[src/rtl/apb_guard_pkg.sv]
package apb_guard_pkg;

    // Register window: 4 KB of byte offsets
    localparam int WIN_W = 12;

    localparam logic [WIN_W-1:0] OFS_CTRL = 12'h000;
    localparam logic [WIN_W-1:0] OFS_ERR  = 12'h004;
    localparam logic [WIN_W-1:0] OFS_EVT  = 12'h008;
    localparam logic [WIN_W-1:0] OFS_MASK = 12'h00C;

    // Control word bit positions
    localparam int CB_EN     = 0;
    localparam int CB_SLVERR = 1;
    localparam int CB_SWRST  = 2;

    // Error register bit positions
    localparam int EB_DEC = 0;
    localparam int EB_PAR = 1;

    typedef struct packed {
        logic             out_of_range;  // access phase, offset beyond window
        logic             par_bad;       // access phase, parity mismatch
        logic             commit_wr;     // write that may update state
        logic             rd_ok;         // read that may return data
        logic [WIN_W-1:0] offset;
    } acc_info_t;

    typedef struct packed {
        logic slverr_en;
        logic enable;
    } ctrl_t;

    typedef struct packed {
        logic par;
        logic dec;
    } err_t;

    // True when a byte and its parity bit carry an odd number of ones
    function automatic logic odd_ok(input logic [7:0] b, input logic p);
        return ^{b, p};
    endfunction

endpackage

[src/rtl/apb_guard_decode.sv]
module apb_guard_decode
    import apb_guard_pkg::*;
#(
    parameter int ADDR_W = 16,
    parameter int DATA_W = 32
) (
    input  logic                psel,
    input  logic                penable,
    input  logic                pwrite,
    input  logic [ADDR_W-1:0]   paddr,
    input  logic [ADDR_W/8-1:0] paddr_par,
    input  logic [DATA_W-1:0]   pwdata,
    input  logic [DATA_W/8-1:0] pwdata_par,
    output acc_info_t           info
);

    localparam int AB = ADDR_W / 8;
    localparam int DB = DATA_W / 8;

    logic          access;
    logic          high_hit;
    logic          any_bad;
    logic [AB-1:0] a_bad;
    logic [DB-1:0] d_bad;

    assign access = psel & penable;

    // Byte-wise odd parity on the address
    for (genvar i = 0; i < AB; i++) begin : g_apar
        assign a_bad[i] = ~odd_ok(paddr[8*i +: 8], paddr_par[i]);
    end

    // Byte-wise odd parity on the write data
    for (genvar j = 0; j < DB; j++) begin : g_dpar
        assign d_bad[j] = ~odd_ok(pwdata[8*j +: 8], pwdata_par[j]);
    end

    assign high_hit = |paddr[ADDR_W-1:WIN_W];
    assign any_bad  = (|a_bad) | (pwrite & (|d_bad));

    always_comb begin
        info.out_of_range = access & high_hit;
        info.par_bad      = access & any_bad;
        info.commit_wr    = access &  pwrite & ~high_hit & ~any_bad;
        info.rd_ok        = access & ~pwrite & ~high_hit & ~any_bad;
        info.offset       = paddr[WIN_W-1:0];
    end

endmodule

[src/rtl/apb_guard_csr.sv]
module apb_guard_csr
    import apb_guard_pkg::*;
(
    input  logic       clk,
    input  logic       rst,
    input  logic       we_ctrl,
    input  logic       we_err,
    input  logic [2:0] wdata,
    input  logic       set_dec,
    input  logic       set_par,
    output ctrl_t      ctrl,
    output err_t       err,
    output logic       soft_q
);

    always_ff @(posedge clk) begin
        if (rst) begin
            ctrl   <= '0;
            err    <= '0;
            soft_q <= 1'b0;
        end else begin
            if (we_ctrl) begin
                ctrl.enable    <= wdata[CB_EN];
                ctrl.slverr_en <= wdata[CB_SLVERR];
            end
            // Software reset request lives for one cycle
            soft_q  <= we_ctrl & wdata[CB_SWRST];
            // Sticky flags: a new error outranks the clear
            err.dec <= set_dec | (err.dec & ~(we_err & wdata[EB_DEC]));
            err.par <= set_par | (err.par & ~(we_err & wdata[EB_PAR]));
        end
    end

endmodule

[src/rtl/apb_guard_evt.sv]
module apb_guard_evt #(
    parameter int N_EVT = 11
) (
    input  logic             clk,
    input  logic             rst,
    input  logic [N_EVT-1:0] evt_in,
    input  logic             we_clr,
    input  logic             we_mask,
    input  logic [N_EVT-1:0] wdata,
    output logic [N_EVT-1:0] stat,
    output logic [N_EVT-1:0] mask,
    output logic             irq
);

    logic [N_EVT-1:0] hit;

    for (genvar i = 0; i < N_EVT; i++) begin : g_bit
        logic s_q;
        logic m_q;

        always_ff @(posedge clk) begin
            if (rst) begin
                s_q <= 1'b0;
                m_q <= 1'b0;
            end else begin
                // A fresh event is kept even when a clear arrives with it
                s_q <= evt_in[i] | (s_q & ~(we_clr & wdata[i]));
                if (we_mask) begin
                    m_q <= wdata[i];
                end
            end
        end

        assign stat[i] = s_q;
        assign mask[i] = m_q;
        assign hit[i]  = s_q & m_q;
    end

    assign irq = |hit;

endmodule

[src/rtl/apb_guard_regs.sv]
module apb_guard_regs
    import apb_guard_pkg::*;
#(
    parameter int ADDR_W = 16,
    parameter int DATA_W = 32,
    parameter int N_EVT  = 11
) (
    input  logic                clk,
    input  logic                rst_sys,
    input  logic                rst_por,
    input  logic                psel,
    input  logic                penable,
    input  logic                pwrite,
    input  logic [ADDR_W-1:0]   paddr,
    input  logic [ADDR_W/8-1:0] paddr_par,
    input  logic [DATA_W-1:0]   pwdata,
    input  logic [DATA_W/8-1:0] pwdata_par,
    input  logic [N_EVT-1:0]    evt_in,
    output logic [DATA_W-1:0]   prdata,
    output logic                pready,
    output logic                pslverr,
    output logic                irq,
    output logic                ctrl_en
);

    acc_info_t        info;
    ctrl_t            ctrl;
    err_t             err;
    logic             soft_q;
    logic             rst_all;
    logic             we_ctrl;
    logic             we_err;
    logic             we_evt;
    logic             we_mask;
    logic [N_EVT-1:0] evt_stat;
    logic [N_EVT-1:0] evt_mask;
    logic [DATA_W-1:0] rd_mux;

    // Every reset source has the same effect
    assign rst_all = rst_sys | rst_por | soft_q;

    apb_guard_decode #(
        .ADDR_W (ADDR_W),
        .DATA_W (DATA_W)
    ) u_decode (
        .psel       (psel),
        .penable    (penable),
        .pwrite     (pwrite),
        .paddr      (paddr),
        .paddr_par  (paddr_par),
        .pwdata     (pwdata),
        .pwdata_par (pwdata_par),
        .info       (info)
    );

    assign we_ctrl = info.commit_wr & (info.offset == OFS_CTRL);
    assign we_err  = info.commit_wr & (info.offset == OFS_ERR);
    assign we_evt  = info.commit_wr & (info.offset == OFS_EVT);
    assign we_mask = info.commit_wr & (info.offset == OFS_MASK);

    apb_guard_csr u_csr (
        .clk     (clk),
        .rst     (rst_all),
        .we_ctrl (we_ctrl),
        .we_err  (we_err),
        .wdata   (pwdata[2:0]),
        .set_dec (info.out_of_range),
        .set_par (info.par_bad),
        .ctrl    (ctrl),
        .err     (err),
        .soft_q  (soft_q)
    );

    apb_guard_evt #(
        .N_EVT (N_EVT)
    ) u_evt (
        .clk     (clk),
        .rst     (rst_all),
        .evt_in  (evt_in),
        .we_clr  (we_evt),
        .we_mask (we_mask),
        .wdata   (pwdata[N_EVT-1:0]),
        .stat    (evt_stat),
        .mask    (evt_mask),
        .irq     (irq)
    );

    always_comb begin
        unique case (info.offset)
            OFS_CTRL: rd_mux = DATA_W'({ctrl.slverr_en, ctrl.enable});
            OFS_ERR:  rd_mux = DATA_W'({err.par, err.dec});
            OFS_EVT:  rd_mux = DATA_W'(evt_stat);
            OFS_MASK: rd_mux = DATA_W'(evt_mask);
            default:  rd_mux = '0;
        endcase
    end

    assign prdata  = info.rd_ok ? rd_mux : '0;
    assign pready  = 1'b1;
    assign pslverr = info.out_of_range & ctrl.slverr_en;
    assign ctrl_en = ctrl.enable;

endmodule

[config.mk]
export PLATFORM = sky130hd
export DESIGN_NAME = apb_guard_regs
export DESIGN_NICKNAME = d
export VERILOG_FILES = /design/src/rtl/apb_guard_pkg.sv /design/src/rtl/apb_guard_decode.sv /design/src/rtl/apb_guard_csr.sv /design/src/rtl/apb_guard_evt.sv /design/src/rtl/apb_guard_regs.sv
export SDC_FILE = /design/constraint.sdc
export NUM_CORES = 1
export LEC_CHECK = 0
export BUFFER_PORTS_ARGS = -buffer_cell sky130_fd_sc_hd__buf_2
export CAP_MARGIN = 20
export CORE_ASPECT_RATIO = 0.9
export CORE_MARGIN = 5
export CORE_UTILIZATION = 50
export CTS_CLUSTER_DIAMETER = 200
export DETAILED_ROUTE_END_ITERATION = 12
export PLACE_DENSITY = 0.95
export RECOVER_POWER = 50
export SETUP_SLACK_MARGIN = 0.3
export SYNTH_ARGS = -nofsm -noshare
export SYNTH_HDL_FRONTEND = slang
export SYNTH_SLANG_ARGS = --single-unit
[constraint.sdc]
create_clock -name clk -period 3 [get_ports clk]
set_input_delay 0.3 -clock clk [delete_from_list [all_inputs] [get_ports clk]]
set_output_delay 0.3 -clock clk [all_outputs]
set_load 0.1 [all_outputs]
==> summary.txt <==
Run status
  • Status: finished, final reports clean

Layout
  • Ant. Diodes: 0
  • Multi-input gate area: 0.00139 mm²
  • Finished Layout Cells: 370
  • Most frequent cells in the layout: buf_2 (70), xnor2_1 (27), dfxtp_1 (27), o21ai_0 (22), conb_1 (22)
  • Final #Nets: 394
  • Fraction of layout cells with a size suffix above 1: 0.332
  • Finished Core Util: 0.654
  • Fill cells: 337
  • Area Overhead vs Synth: 26.1%
  • Seq. cell area: 541 µm²
  • Commonest non-fill, non-tap cell in the layout: buf_2
  • Final Instance Area: 0.00266 mm²

Setup path
  • CP max stage delay: 0.42 ns
  • Crit path DAT: 2.14 ns
  • Critical-path top delay cell: buf_2
  • Worst r2r dst: u_evt.g_bit[2].m_q
  • Worst Setup Start Kind: input port
  • Crit Path Category: input port to output port
  • Setup slack, reg-to-reg: 1.77 ns
  • Crit-path cells: clkbuf_2 -> xor2_1 -> xnor2_1 -> xnor2_4 -> nand3_1 -> nor2b_2 -> buf_2
  • Worst r2r path cells: 2
  • Maximum fanout along the worst path: 17
  • Worst EP required: 2.70 ns
  • CP Capture Type: output port
  • Worst reg2reg startpoint: u_csr.soft_q

STA
  • Tmin final: 2.44 ns
  • Period utilization: 0.815
  • Final setup margin: 0.556 ns
  • Fmax: 409 MHz
  • Clk_skew: 0.00548 ns
  • Worst Max-Slew Pin Slew: 1.18 ns
  • Final hold vios: 0
  • Max-slew violations: 0
  • Rel. slew slack: 0.218
  • Final setup violation count: 0
  • Total Neg Setup Slack: 0 ns
  • RSZ-0062 raised after global routing: no

Clock tree
  • # clock sinks: 27
  • Clock tree buffer depth: 2
  • CTS root buf: clkbuf_8
  • Post-CTS Hold Buffers: 0
  • Clock transition at path regs: 0.09 ns
  • Clk Latency, worst-skew pair: 0.27 ns
  • Setup bufs post-CTS: 0
  • Cts repair resizes: 0
  • TritonCTS buffer count: 3
  • CTS tree: done
  • H-tree Lvls: 1

Logic synthesis
  • Synth unique cells: 41
  • Synth Cell Area: 0.00211 mm²
  • Top FF cell, synth: dfxtp_1
  • Asr flop ratio synth: 0
  • Post-synth top area share: 0.256
  • Sequential share of the synthesized area: 0.256
  • Synth warn: 0
  • Gate Count Post-Synth: 244
  • Number of synthesized flops with an enable pin: 0
  • Syn_area_per_cell: 8.66 µm²
  • Post-synth top area cell: dfxtp_1
  • Synth top area cells: dfxtp_1 (26%), xnor2_1 (11%), buf_4 (8.2%)
  • #FFs+latches synth: 27

Min path
  • Hold path startpoint: pwdata[7]
  • HP Class: input port to register
  • Hold Path Depth: 2
  • Hold Crit Endpoint: u_evt.g_bit[7].s_q

Route
  • TritonRoute pass-1 iters: 4
  • Final ANT Viol Nets: 0
  • Via density: 5.48
  • Vias: 2027
  • DR WL/cell: 15.0 µm
  • Initial DRC count: 178
  • Routed WL: 5570 µm
  • DRC Markers: 0

Die
  • Die height: 71.7 µm
  • Initial Utilization: 0.519
  • Core area: 0.00407 mm²
  • Io pins: 107
  • Row cnt: 22
  • DIE AREA: 0.00563 mm²
  • Die W: 78.5 µm

Placed design
  • Placed Area: 0.00264 mm²
  • I/O Buffers: 84
  • Gp weighted congestion: 0.834
  • Post-DP HPWL: 4410 µm
  • Cell count after placement: 366
  • Dpl ws: 0.606 ns

Run
  • Max_cap viols: 0

Pwr
  • Clk network pwr share: 0.201
  • Switch share: 0.396
  • Gate power share: 0.438
  • Maximum VDD drop: 278 µV
  • Psw: 0.000409 W
  • P_int: 0.000623 W
  • Seq pwr share: 0.361
  • Pleak: 1.14 nW
  • Pwr/cell area: 388 mW/mm²

Global routing
  • Largest net degree at the start of global routing: 18
  • First-pass GRT wire length: 8770 µm
  • GRT Residual Overflow: 0
  • Tot GR Track Use: 0.189
  • Initial antenna violation count: 0
  • Vias in the first global route: 1956
## cell usage after synthesis (all sizes together) (5+ instances only)
library cell and count:
dfxtp 27, nand4 5, xnor3 6, nor2 15, o21ai 22, xnor2 30, buf 29, a31oi 11
clkbuf 5, a21oi 15, inv 14, mux2i 9, xor2 6, nand3 16
## registers in the layout, summed over array words and instances (netlist names)
name	count
u_evt.g_bit.m_q	11
u_evt.g_bit.s_q	11
u_csr.ctrl	2
u_csr.err	2
u_csr.soft_q	1
## layer usage
layer	wire (µm)	global-route usage	up-vias
met4	59	0.0408	0
met3	466	0.0427	8
met2	2860	0.354	91
li1	-	-	974
met5	0	0	-
met1	2180	0.219	954
## critical path: cells and delay by family
family / cells / cell delay [ns]
buffers and inverters: 2 / 0.74
and+or+nand+nor: 2 / 0.28
xor gates and xnor gates: 3 / 0.81
## cells by family (layout without fill, tap and decap cells)
kind of cell,after synthesis,after routing,share of synthesized area
compound gates,59,59,0.166
xor+xnor,42,42,0.230
buf+inv,48,106,0.135
flops,27,27,0.256
mux,11,11,0.0639
other cells,2,22,0.00355
simple gates,55,55,0.146
## stage by stage
step | hold slack [ns] | total power, W
after floorplan | 0.400 | 0.000763
after global placement | 0.455 | 0.000827
after detailed placement | 0.469 | 0.000837
after CTS | 0.242 | 0.00104
after global routing | 0.251 | 0.00108
final | 0.245 | 0.00103
## cell type report
class,instances,share of cell area
Clock buffer,3,0.0155
Clock inverter,1,0.00188
Inverter,14,0.0197
Multi-Input combinational cell,189,0.521
Sequential cell,27,0.203
Tap cell,48,0.0225
Timing Repair Buffer,88,0.217
## power groups by stage
stage | Combinational [W] | Clock [W] | Sequential, W
6_report | 0.000452 | 0.000207 | 0.000373
5_1_grt | 0.000483 | 0.000228 | 0.000374
4_1_cts | 0.000458 | 0.000208 | 0.000372
3_5_place_dp | 0.000456 | 0 | 0.000381
3_3_place_gp | 0.000447 | 0 | 0.000380
2_1_floorplan | 0.000385 | 0 | 0.000379
## worst max path at each step
stage          startpoint            endpoint  slack, ns
2_1_floorplan   paddr[11]          prdata[10]       0.03
3_3_place_gp    paddr[12]           prdata[0]       0.65
3_5_place_dp     paddr[2]           prdata[1]       0.61
4_1_cts          paddr[2]           prdata[1]       0.60
5_1_grt          paddr[2]  u_evt.g_bit[1].s_q       0.39
6_report         paddr[2]           prdata[1]       0.56
(Power assumes the default switching activity.)
